File: src/rtl/ft_pkg.sv
package ft_pkg;
  localparam int unsigned CTRL_W  = 32;
  localparam int unsigned FI_W    = 8;
  localparam int unsigned EN_POS  = 0;
  localparam int unsigned FI_LSB  = 1;
  localparam int unsigned RSV_LSB = FI_LSB + FI_W;

  typedef struct packed {
    logic [FI_W-1:0] fi;
    logic            en;
  } ctrl_t;
endpackage

File: src/rtl/ft_ctrl_reg.sv
module ft_ctrl_reg
  import ft_pkg::*;
#(
  parameter int unsigned SPR_W  = 10,
  parameter int unsigned SPR_ID = 1019
) (
  input  logic              clk,
  input  logic              rst_n,
  input  logic              acc_vld,
  input  logic              acc_wr,
  input  logic [SPR_W-1:0]  acc_num,
  input  logic              acc_sup,
  input  logic [CTRL_W-1:0] acc_wdata,
  output logic [CTRL_W-1:0] rdata_q,
  output logic              err_q,
  output ctrl_t             ctrl_q,
  output ctrl_t             ctrl_nxt
);
  logic              hit;
  logic              wr_hit;
  logic [CTRL_W-1:0] rdata_nxt;
  logic              err_nxt;

  always_comb begin
    hit    = acc_vld && acc_sup && (acc_num == SPR_W'(SPR_ID));
    wr_hit = hit && acc_wr;
    ctrl_nxt = ctrl_q;
    if (wr_hit) begin
      ctrl_nxt.en = acc_wdata[EN_POS];
      ctrl_nxt.fi = acc_wdata[FI_LSB +: FI_W];
    end
    rdata_nxt = '0;
    if (hit && !acc_wr) begin
      rdata_nxt[EN_POS]          = ctrl_q.en;
      rdata_nxt[FI_LSB +: FI_W]  = ctrl_q.fi;
    end
    err_nxt = acc_vld && !hit;
  end

  always_ff @(posedge clk or negedge rst_n) begin
    if (!rst_n) begin
      ctrl_q  <= '0;
      rdata_q <= '0;
      err_q   <= 1'b0;
    end else begin
      ctrl_q  <= ctrl_nxt;
      rdata_q <= rdata_nxt;
      err_q   <= err_nxt;
    end
  end

  // a refused write leaves the stored control word as it was
  p_refused_write_r4: assert property (@(posedge clk) disable iff (!rst_n)
    (acc_vld && acc_wr && !(acc_sup && acc_num == SPR_W'(SPR_ID))) |=> $stable(ctrl_q));

  // reserved read bits stay zero after any read
  p_rsv_zero_r2: assert property (@(posedge clk) disable iff (!rst_n)
    (acc_vld && !acc_wr) |=> (rdata_q[CTRL_W-1:RSV_LSB] == '0));
endmodule

File: src/rtl/ft_gap_ctr.sv
module ft_gap_ctr
  import ft_pkg::*;
(
  input  logic  clk,
  input  logic  rst_n,
  input  logic  xfer,
  input  ctrl_t ctrl_q,
  input  ctrl_t ctrl_nxt,
  output logic  busy
);
  logic [FI_W-1:0] cnt_q;
  logic [FI_W-1:0] cnt_nxt;
  logic [FI_W-1:0] base;

  always_comb begin
    if (xfer)
      base = ctrl_nxt.en ? ctrl_nxt.fi : '0;
    else if (cnt_q != '0)
      base = cnt_q - 1'b1;
    else
      base = '0;
    if (!ctrl_nxt.en)
      cnt_nxt = '0;
    else if (base > ctrl_nxt.fi)
      cnt_nxt = ctrl_nxt.fi;
    else
      cnt_nxt = base;
    busy = (cnt_q != '0);
  end

  always_ff @(posedge clk or negedge rst_n) begin
    if (!rst_n) cnt_q <= '0;
    else        cnt_q <= cnt_nxt;
  end

  // remaining gap never exceeds the programmed length
  p_gap_bound_r9: assert property (@(posedge clk) disable iff (!rst_n)
    cnt_q <= ctrl_q.fi);

  // clearing the enable ends the gap from the next cycle
  p_disable_opens_r8: assert property (@(posedge clk) disable iff (!rst_n)
    !ctrl_nxt.en |=> !busy);
endmodule

File: src/rtl/fetch_throttle.sv
module fetch_throttle
  import ft_pkg::*;
#(
  parameter int unsigned SPR_W  = 10,
  parameter int unsigned SPR_ID = 1019,
  parameter int unsigned DATA_W = 32
) (
  input  logic              clk,
  input  logic              rst_n,
  input  logic              sr_valid,
  input  logic              sr_write,
  input  logic [SPR_W-1:0]  sr_num,
  input  logic              sr_super,
  input  logic [CTRL_W-1:0] sr_wdata,
  output logic [CTRL_W-1:0] sr_rdata,
  output logic              sr_err,
  input  logic              up_valid,
  input  logic [DATA_W-1:0] up_data,
  output logic              up_ready,
  output logic              dn_valid,
  output logic [DATA_W-1:0] dn_data,
  input  logic              dn_ready
);
  logic [1:0] rst_sync_q;
  logic       rst_q;
  ctrl_t      ctrl_q;
  ctrl_t      ctrl_nxt;
  logic       busy;
  logic       xfer;

  always_ff @(posedge clk or negedge rst_n) begin
    if (!rst_n) rst_sync_q <= '0;
    else        rst_sync_q <= {rst_sync_q[0], 1'b1};
  end
  assign rst_q = rst_sync_q[1];

  ft_ctrl_reg #(.SPR_W(SPR_W), .SPR_ID(SPR_ID)) u_reg (
    .clk      (clk),
    .rst_n    (rst_q),
    .acc_vld  (sr_valid),
    .acc_wr   (sr_write),
    .acc_num  (sr_num),
    .acc_sup  (sr_super),
    .acc_wdata(sr_wdata),
    .rdata_q  (sr_rdata),
    .err_q    (sr_err),
    .ctrl_q   (ctrl_q),
    .ctrl_nxt (ctrl_nxt)
  );

  ft_gap_ctr u_ctr (
    .clk     (clk),
    .rst_n   (rst_q),
    .xfer    (xfer),
    .ctrl_q  (ctrl_q),
    .ctrl_nxt(ctrl_nxt),
    .busy    (busy)
  );

  always_comb begin
    dn_valid = up_valid && !busy;
    up_ready = dn_ready && !busy;
    dn_data  = up_data;
    xfer     = up_valid && dn_ready && !busy;
  end

  // unthrottled path while disabled
  p_full_rate_r5: assert property (@(posedge clk) disable iff (!rst_q)
    !ctrl_q.en |-> (dn_valid == up_valid && up_ready == dn_ready));

  // a nonzero gap closes the handshake right after a transfer
  p_gap_closes_r6: assert property (@(posedge clk) disable iff (!rst_q)
    (up_valid && up_ready && ctrl_nxt.en && ctrl_nxt.fi != '0) |=> (!dn_valid && !up_ready));

  // payload is untouched
  p_data_pass_r10: assert property (@(posedge clk) disable iff (!rst_q)
    dn_data == up_data);
endmodule

File: config.mk
export PLATFORM = sky130hd
export DESIGN_NAME = fetch_throttle
export DESIGN_NICKNAME = d
export VERILOG_FILES = /design/src/rtl/ft_pkg.sv /design/src/rtl/ft_ctrl_reg.sv /design/src/rtl/ft_gap_ctr.sv /design/src/rtl/fetch_throttle.sv
export SDC_FILE = /design/constraint.sdc
export NUM_CORES = 1
export LEC_CHECK = 0
export BUFFER_PORTS_ARGS = -buffer_cell sky130_fd_sc_hd__buf_2
export CORE_MARGIN = 2
export CORE_UTILIZATION = 45
export CTS_CLUSTER_SIZE = 8
export DETAILED_ROUTE_END_ITERATION = 8
export HOLD_SLACK_MARGIN = 0.08
export PLACE_DENSITY = 0.87
export SKIP_LAST_GASP = 1
export SYNTH_ARGS = -nofsm -noshare
export SYNTH_HDL_FRONTEND = slang
export SYNTH_HIERARCHICAL = 1
export SYNTH_SLANG_ARGS = --single-unit
File: constraint.sdc
create_clock -name clk -period 5.7 [get_ports clk]
set_input_delay 0.855 -clock clk [delete_from_list [all_inputs] [get_ports clk]]
set_output_delay 0.855 -clock clk [all_outputs]
set_load 0.01 [all_outputs]
== Yosys cells after proc, flatten, opt, wreduce, memory -nomap -nowiden ==
Index checks and enable logic that the tools add are counted.
Cells by class
  $mul: 0
  eq/ne operators: 1
  div/mod/pow operators: 0
  reduce and logical (&&, ||, !) cells: 13
  order comparisons: 1
  shifts and indexed selects: 0
  muxes and demuxes: 7
  add/sub/neg operators: 1
  bitwise operators: 0
Operators by type and width (count)
  $mux W8: 5
  $mux W9: 2
  $eq A10 B10 Y1 const B: 1
  $logic_and A1 B1 Y1: 9
  $gt A8 B8 Y1: 1
  $reduce_bool A8 Y1: 1
  $sub A8 B1 Y8 const B: 1
  $logic_not A1 Y1: 3
Word-level totals
  memory bits (writable): 0
  ROM bits: 0
  word-level logic and storage cells: 29
  register bits after elaboration: 29
  bits in latches: 0
  memories: 0

== Logic depth before layout (Yosys ltp) ==
Gate-level depths: netlist of run 1.
  word-level depth: 9
  depth in mapped cells: 17

== Cells and area by module ==
Netlist of run 1, hierarchy kept.
By module, submodules not included
  ft_ctrl_reg: instances 1, area each 913.4 um^2, cells each 69
  ft_gap_ctr: instances 1, area each 870.8 um^2, cells each 109
  fetch_throttle: instances 1, area each 315.3 um^2, cells each 38

== Worst setup path after synthesis of run 1 ==
OpenSTA, ideal clock, no wires.
  path type: flip-flop to flip-flop
  from: reg u_ctr.cnt_q[0]
  to: reg u_ctr.cnt_q[0]
  path slack: 1.614 ns
  stages on the path, launching flop included: 18
  library setup time: 0.079 ns
  data required time: 5.621 ns
  arrival: 4.007 ns
  path through: dfrtp_1 -> inv_1 -> ha_1 -> or3b_2 -> nor2_1 -> inv_1 -> and3b_1 -> clkbuf_1 -> and2_0 -> clkbuf_1 -> nand2_1 -> o31ai_1 -> ha_1 -> nor2b_1 -> o211ai_1 -> a211oi_1 -> nor3_2 -> mux2i_1
On the way
  cells in the longest elaborated chain, start to end: 7
  elaborated cells between the ends (all ways): 9
  classes of those cells: 1 x add/sub; 1 x order compare; 4 x mux; 3 x reduce/logical
RTL lines
  start: declaration: RTL line ft_gap_ctr.sv:11  | logic [FI_W-1:0] cnt_q;
  start signal: assignment: RTL line ft_gap_ctr.sv:33  | else cnt_q <= cnt_nxt;
  $reduce_bool A8 Y1 (*): RTL line ft_gap_ctr.sv:28  | busy = (cnt_q != '0);
  named net busy: RTL line fetch_throttle.sv:28  | logic busy;
  $logic_not A1 Y1 (*): RTL line fetch_throttle.sv:64  | xfer = up_valid && dn_ready && !busy;
  $logic_and A1 B1 Y1 (*): RTL line fetch_throttle.sv:64
  named net xfer: RTL line fetch_throttle.sv:29  | logic xfer;
  $mux W8 (*): RTL line ft_gap_ctr.sv:16  | if (xfer)
  $gt A8 B8 Y1: RTL line ft_gap_ctr.sv:24  | else if (base > ctrl_nxt.fi)
  $mux W8 (*): RTL line ft_gap_ctr.sv:24
  $mux W8 (*): RTL line ft_gap_ctr.sv:22  | if (!ctrl_nxt.en)
  named net u_ctr.cnt_nxt[0]: RTL line ft_gap_ctr.sv:12  | logic [FI_W-1:0] cnt_nxt;
Mark *: on every way through the listed nets, which the timed path passes. The rest lies on a longest branch.

== Final worst setup path of run 1 ==
  from: reg u_ctr.cnt_q[0]
  to: reg u_ctr.cnt_q[1]
Same word-level chain as after synthesis.

==> results.yml, run 1 <==
power:
  p_sw_mw: 0.101
  power.total_mw: 0.462
  combPwrFrac_pct: 6.8
  switching_share_pct: 21.9
  pwr-share-clk_pct: 47.6
  p_int_mw: 0.361
  power.leakage_nw: 1.08
  p_per_area_nw_per_um2: 218
  ir_worst_vdd_mv: 0.110
  p_seq_share_pct: 45.6
logic_synthesis:
  syn_avg_cell_area_sq_um: 9.72
  synth_area_sq_um: 2100
  yosys_register_bits: 29
  synth.area.top_cells: "dfrtp_1 (35%), buf_4 (20%), mux2_4 (6.4%), ha_1 (6.0%), mux2i_1 (2.9%)"
  synth_top_cell_by_area: "dfrtp_1"
  synth.distinct_cells: 40
  synth_top_area_share_pct: 34.6
  syn_inst: 216
  ys_warn_count: 6
  seq_area_frac_synth_pct: 34.6
floorplanning:
  pin_count: 148
  initial_core_util_pct: 47.6
  rows: 24
  die_w_um: 72.3
  coreArea_sq_um: 4410
  dieArea_sq_um: 5230
  dieHeight_um: 72.3
clock_tree:
  hold_buffers: 0
  clock_sinks: 29
  clkTransAtPathRegs_ps: 60
  cts_root_buffer: "clkbuf_8"
  htreeDepth: 2
  clock_path_buffers: 2
  cts_tree: "built"
  post_cts_buffers: 0
  clk_latency_ps: 280
  post_cts_resized: 0
  cts_buffers: 5
placement:
  pre_cts_ws_ps: 957
  io_buffers: 37
  globalplace.congestion: 0.911
  placed_cell_area_sq_um: 2000
  dp_hpwl_um: 2900
worst_setup_path:
  r2r_end: "u_ctr/cnt_q[1]"
  critPathLaunchType: "flip-flop"
  critPathMaxStageDelay_ps: 590
  worstPathArrival_ps: 5100
  worstSetupPathType: "flip-flop to flip-flop"
  timing.rr.start: "u_ctr/cnt_q[0]"
  cp.required_ps: 5900
  reg2reg_slack_ps: 800
  worstSetupEndpointType: "flip-flop"
  slowest_stage: "and3b_1"
  path_max_fanout: 15
  r2r_cells: 15
  cp_cell_sequence: "inv_1 > ha_1 > or3b_2 > nor2_1 > inv_1 > and3b_1 > and2_0 > nand2_1 > o31ai_1 > ha_1 > nor2b_1 > o211ai_1 > a211oi_1 > nor3_2 > mux2i_1"
sta:
  final-setup-viol-count: 0
  grt_setup_unrepaired: "no"
  period_share_pct: 86.0
  fin_tns_setup_ps: 0
  postLayoutSetupSlackWorst_ps: 800
  final_max_slew_viol_count: 0
  skew_ps: 4.68
  slew-limit-headroom_pct: 26.0
  max_freq_mhz: 204
  period_minus_slack_ps: 4900
  tightestPinTransition_ps: 1100
  hold_violations: 0
global_route:
  grt_max_degree: 28
  grt_pass1_vias: 1395
  track_usage_pct: 15.8
  overflow: 0
  grt_antenna_before_repair: 0
  grt_pass1_wl_um: 6450
detailed_routing:
  drt_first_pass_iters: 4
  drc: 0
  wl_per_cell_um: 13.9
  drt-total-wl_um: 3850
  antenna_left: 0
  vias: 1441
  drtIter0Drc: 151
  via_per_inst: 5.22
cells_and_area:
  area_growth_pct: 0.834
  num-fill-cells: 405
  final_cell_area_sq_um: 2120
  antenna_cells: 0
  nets: 314
  layout-drive-gt1-share_pct: 28.1
min_path:
  min_path_type: "input pin to async pin"
flow_run:
  max_cap_violations: 0
status:
  status: "complete, no violations"
[flip-flops by register name (all words and copies together) (netlist names)]
name	flops
rst_sync_q	2
u_ctr/cnt_q	8
u_reg/ctrl_q	9
u_reg/err_q	1
u_reg/rdata_q	9
[logic make-up after synthesis]
| family | count (synthesis) | share of synthesized area, % |
|---|---|---|
| AOI/OAI and AO/OA | 24 | 7.75 |
| xor gates and xnor gates | 3 | 1.25 |
| adders and majority gates | 10 | 5.96 |
| buffers and inverters | 71 | 22.9 |
| DFF | 29 | 34.6 |
| muxes | 15 | 9.30 |
| other | 2 | 0.358 |
| and+or+nand+nor | 62 | 17.9 |
[power groups by stage]
stage	Sequential, mW	Clock (mW)	Combinational [mW]
final	0.211	0.220	0.0314
after global placement	0.215	0	0.0299
after global routing	0.212	0.233	0.0350
after CTS	0.211	0.223	0.0310
after floorplan	0.214	0	0.0535
after detailed placement	0.215	0	0.0308
[critical path: cells and delay by family, from the launching register on]
kind            cells  cell delay (ps)
flops               1              450
simple gates        7             2720
buf+inv             2              320
fa+ha+maj           2              490
mux                 1              270
compound gates      3              560
[metal layers]
metal	wire, um	up-vias	track usage (%)
met5	0	-	0
met4	114	0	8.18
met3	300	17	4.44
met2	1920	64	25.5
met1	1520	693	19.2
li1	-	667	-
[how the worst max path moves through the flow]
| stage | start | endpoint | slack, ps |
|---|---|---|---|
| finish | u_ctr/cnt_q[0] | u_ctr/cnt_q[1] | 800 |
| global route | u_ctr/cnt_q[0] | u_ctr/cnt_q[3] | 480 |
| CTS | u_ctr/cnt_q[0] | u_ctr/cnt_q[1] | 960 |
| detailed placement | u_ctr/cnt_q[0] | u_ctr/cnt_q[4] | 960 |
| global placement | u_ctr/cnt_q[0] | u_ctr/cnt_q[4] | 1140 |
| floorplan | u_ctr/cnt_q[0] | u_ctr/cnt_q[0] | 1610 |
[Yosys cell counts]
cell and number:
ha_1 10, nor4_1 2, o22ai_2 1, nand4b_1 1, nor2b_1 4, dfrtp_1 29
nand2_1 15, mux2i_1 6, or4_4 3, xor2_1 1, buf_6 1, a21oi_1 7
mux2_4 9, and2_1 9, conb_1 2, buf_4 55, o211ai_1 1, and2_0 1
o31a_2 1, nor3_2 1, nor2_1 6, nand2b_1 1, and3b_1 1, inv_1 12
o21ai_0 5, nand4_1 3, and4_1 1, or3b_2 1, nor4_4 1, o31ai_1 4
a311o_1 1, a311oi_1 1, nand4_2 1, nor3_1 4, nand3_1 3, a211o_1 1
a211oi_1 2, xnor2_1 2, clkbuf_1 3, or3_1 4
[through the flow]
step | util (%) | hold WS (ps) | instances
6_report | 48.0 | 346 | 276
5_1_grt | 48.0 | 333 | 276
4_1_cts | 48.0 | 336 | 276
3_5_place_dp | 45.2 | 349 | 268
3_3_place_gp | 45.2 | 340 | 268
2_1_floorplan | - | 331 | 238
[layout by cell type, fill, tap and decap left out, drive strengths merged, types with 5 or more instances in the layout]
cell type and instances:
nor2 6, dfrtp 29, and2 10, o21ai 5, ha 10, mux2 9, mux2i 6, conb 24
buf 37, nand2 15, a21oi 7, clkbuf 6, nor3 5, inv 12
[area by class of cell]
type	instances	area [sq um]	share of cell area, %
Clock inverter	2	37.5	1.77
Timing Repair Buffer	37	185	8.75
Tap cell	52	65.1	3.07
Clock buffer	6	82.6	3.90
Multi-Input combinational cell	138	976	46.1
Sequential cell	29	726	34.3
Inverter	12	45.0	2.13
Note: power is estimated with default switching activity, not from simulation.
==> run 2: changes to the inputs <==
--- a/config.mk
+++ b/config.mk
@@ -6,12 +6,14 @@
 export NUM_CORES = 1
 export LEC_CHECK = 0
 export BUFFER_PORTS_ARGS = -buffer_cell sky130_fd_sc_hd__buf_2
+export CELL_PAD_IN_SITES_DETAIL_PLACEMENT = 0
+export CELL_PAD_IN_SITES_GLOBAL_PLACEMENT = 2
 export CORE_MARGIN = 2
-export CORE_UTILIZATION = 45
+export CORE_UTILIZATION = 24
 export CTS_CLUSTER_SIZE = 8
 export DETAILED_ROUTE_END_ITERATION = 8
 export HOLD_SLACK_MARGIN = 0.08
-export PLACE_DENSITY = 0.87
+export PLACE_DENSITY_LB_ADDON = 0.1
 export SKIP_LAST_GASP = 1
 export SYNTH_ARGS = -nofsm -noshare
 export SYNTH_HDL_FRONTEND = slang
==> run 2 against run 1 <==
Net effect: global-route usage decreased by 6.1 points; worst setup slack better by 560 ps; sequential power about the same; via count shrank 3.5%; flip-flop and latch count unchanged; highest routed layer unchanged; clock power is 21% lower; critical path type unchanged; critical endpoint is now u_ctr/cnt_q[2]; die area rose by 82%; sequential share of layout area shrank 1.0 points; non-clock buffer count up 4.
==> results.yml, run 2 (synthesis gave the netlist of run 1 again) <==
placement:
  placed_cell_area_sq_um: 2100
  pre_cts_ws_ps: 1320
  globalplace.congestion: 0.663
  dp_hpwl_um: 3510
  dp.cells: 328
  io_buffers: 37
worst_setup_path:
  worstSetupEndpointType: "flip-flop"
  worstSetupPathType: "flip-flop to flip-flop"
  reg2reg_slack_ps: 1360
  worstPathArrival_ps: 4540
  critPathLaunchType: "flip-flop"
  cp.required_ps: 5900
  r2r_end: "u_ctr/cnt_q[2]"
  critPathBufInv: 4
  cp_top_family: "simple AND/OR/NAND/NOR gates"
  critPathMaxStageDelay_ps: 510
  timing.rr.start: "u_ctr/cnt_q[0]"
  r2r_cells: 17
  slowest_stage: "nor3_2"
  cp_cell_sequence: "inv_1 > ha_1 > or3b_2 > nor2_1 > buf_4 > inv_1 > and3b_1 > buf_4 > and2_0 > nand2_1 > o31ai_1 > ha_1 > nor2b_1 > o211ai_1 > a211oi_1 > nor3_2 > mux2i_1"
  path_max_fanout: 12
sta:
  final_max_slew_viol_count: 0
  hold_violations: 0
  tightestPinTransition_ps: 622
  fin_tns_setup_ps: 0
  period_minus_slack_ps: 4340
  final-setup-viol-count: 0
  period_share_pct: 76.1
  skew_ps: 6.39
  slew-limit-headroom_pct: 58.3
  max_freq_mhz: 231
  postLayoutSetupSlackWorst_ps: 1360
  grt_setup_unrepaired: "no"
clock_tree:
  clk_latency_ps: 280
  cts_buffers: 5
  clkTransAtPathRegs_ps: 70
  htreeDepth: 2
  clock_sinks: 29
  post_cts_buffers: 0
  cts_tree: "built"
  hold_buffers: 0
  post_cts_resized: 0
  cts_root_buffer: "clkbuf_8"
  clock_path_buffers: 2
floorplanning:
  rows: 34
  pin_count: 148
  initial_core_util_pct: 24.4
  die_w_um: 97.5
  coreArea_sq_um: 8590
  dieArea_sq_um: 9510
  dieHeight_um: 97.5
global_route:
  grt_max_degree: 28
  grt_antenna_before_repair: 0
  grt_pass1_vias: 1402
  overflow: 0
  track_usage_pct: 9.69
  grt_pass1_wl_um: 7240
detailed_routing:
  wl_met1_um: 2030
  wl_per_cell_um: 13.2
  drtIter0Drc: 26
  wl_met3_um: 217
  drt_first_pass_iters: 4
  drt-total-wl_um: 4440
  drc: 0
  wl_met2_um: 2130
  antenna_left: 0
  vias: 1391
  via_per_inst: 4.15
  top_layer_used: "met4"
power:
  p_int_mw: 0.316
  p_sw_mw: 0.101
  p_seq_share_pct: 49.8
  combPwrFrac_pct: 8.7
  p_per_area_nw_per_um2: 191
  pwr-share-clk_pct: 41.5
  switching_share_pct: 24.1
  power.leakage_nw: 1.09
  ir_worst_vdd_mv: 0.0611
cells_and_area:
  fin_cells: 335
  final_cell_area_sq_um: 2180
  nets: 318
  layout-drive-gt1-share_pct: 28.6
  antenna_cells: 0
  layout_common_cells: "buf_2 (37), dfrtp_1 (29), conb_1 (24)"
  area_growth_pct: 3.99
  largestRegisters: "u_reg/ctrl_q: 9 flops, u_reg/rdata_q: 9 flops, u_ctr/cnt_q: 8 flops"
  final_common_cell: "buf_2"
status:
  status: "complete, no violations"
flow_run:
  max_cap_violations: 0
min_path:
  min_path_type: "flip-flop to async pin"
## run 2: cell count changes in the layout (fill, tap and decap cells not counted), sizes merged
cell / delta
buf: +4
clkbuf: +1
clkinvlp: -1
bufinv: -1
## run 2: area by class of cell
type,count,area [sq um]
Fill cell,940,6410
Sequential cell,29,726
Timing Repair Buffer,41,215
Clock buffer,7,86.3
Tap cell,108,135
Inverter,12,45.0
Multi-Input combinational cell,138,976
## run 2: routing by layer
layer	up-vias	track usage, %
met5	-	0
met4	0	3.63
met3	7	2.88
met2	36	15.2
met1	670	12.6
li1	678	-
## run 2: worst register-to-register path: stages, from the launching register on
cell and delay [ps]:
dfrtp_1 460, inv_1 130, ha_1 180, or3b_2 480, nor2_1 120, buf_4 180, inv_1 90, and3b_1 280
buf_4 210, and2_0 320, nand2_1 90, o31ai_1 80, ha_1 290, nor2b_1 140, o211ai_1 250, a211oi_1 200
nor3_2 510, mux2i_1 260
## run 2: worst max-delay path by stage
stage / from / to / slack [ps] / cells after the start
finish: u_ctr/cnt_q[0] / u_ctr/cnt_q[2] / 1360 / 17
global route: u_ctr/cnt_q[0] / u_ctr/cnt_q[2] / 910 / 17
CTS: u_ctr/cnt_q[0] / u_ctr/cnt_q[2] / 1300 / 17
detailed placement: u_ctr/cnt_q[0] / u_ctr/cnt_q[2] / 1320 / 17
global placement: u_ctr/cnt_q[0] / u_ctr/cnt_q[1] / 1310 / 17
floorplan: u_ctr/cnt_q[0] / u_ctr/cnt_q[0] / 1610 / 17
## run 2: metrics by stage
step                      utilization [%]  hold WS [ps]  total power [mW]
after CTS                            25.4           269             0.428
after floorplan                         -           331             0.268
after global placement               24.4           266             0.248
after global routing                 25.4           294             0.440
final                                25.4           232             0.417
after detailed placement             24.4           269             0.248
## run 2: power by group through the flow
stage / Clock, mW / Sequential, mW / Combinational (mW)
6_report: 0.173 / 0.208 / 0.0361
5_1_grt: 0.191 / 0.207 / 0.0408
4_1_cts: 0.183 / 0.207 / 0.0373
3_5_place_dp: 0 / 0.211 / 0.0370
3_3_place_gp: 0 / 0.211 / 0.0372
2_1_floorplan: 0 / 0.214 / 0.0535
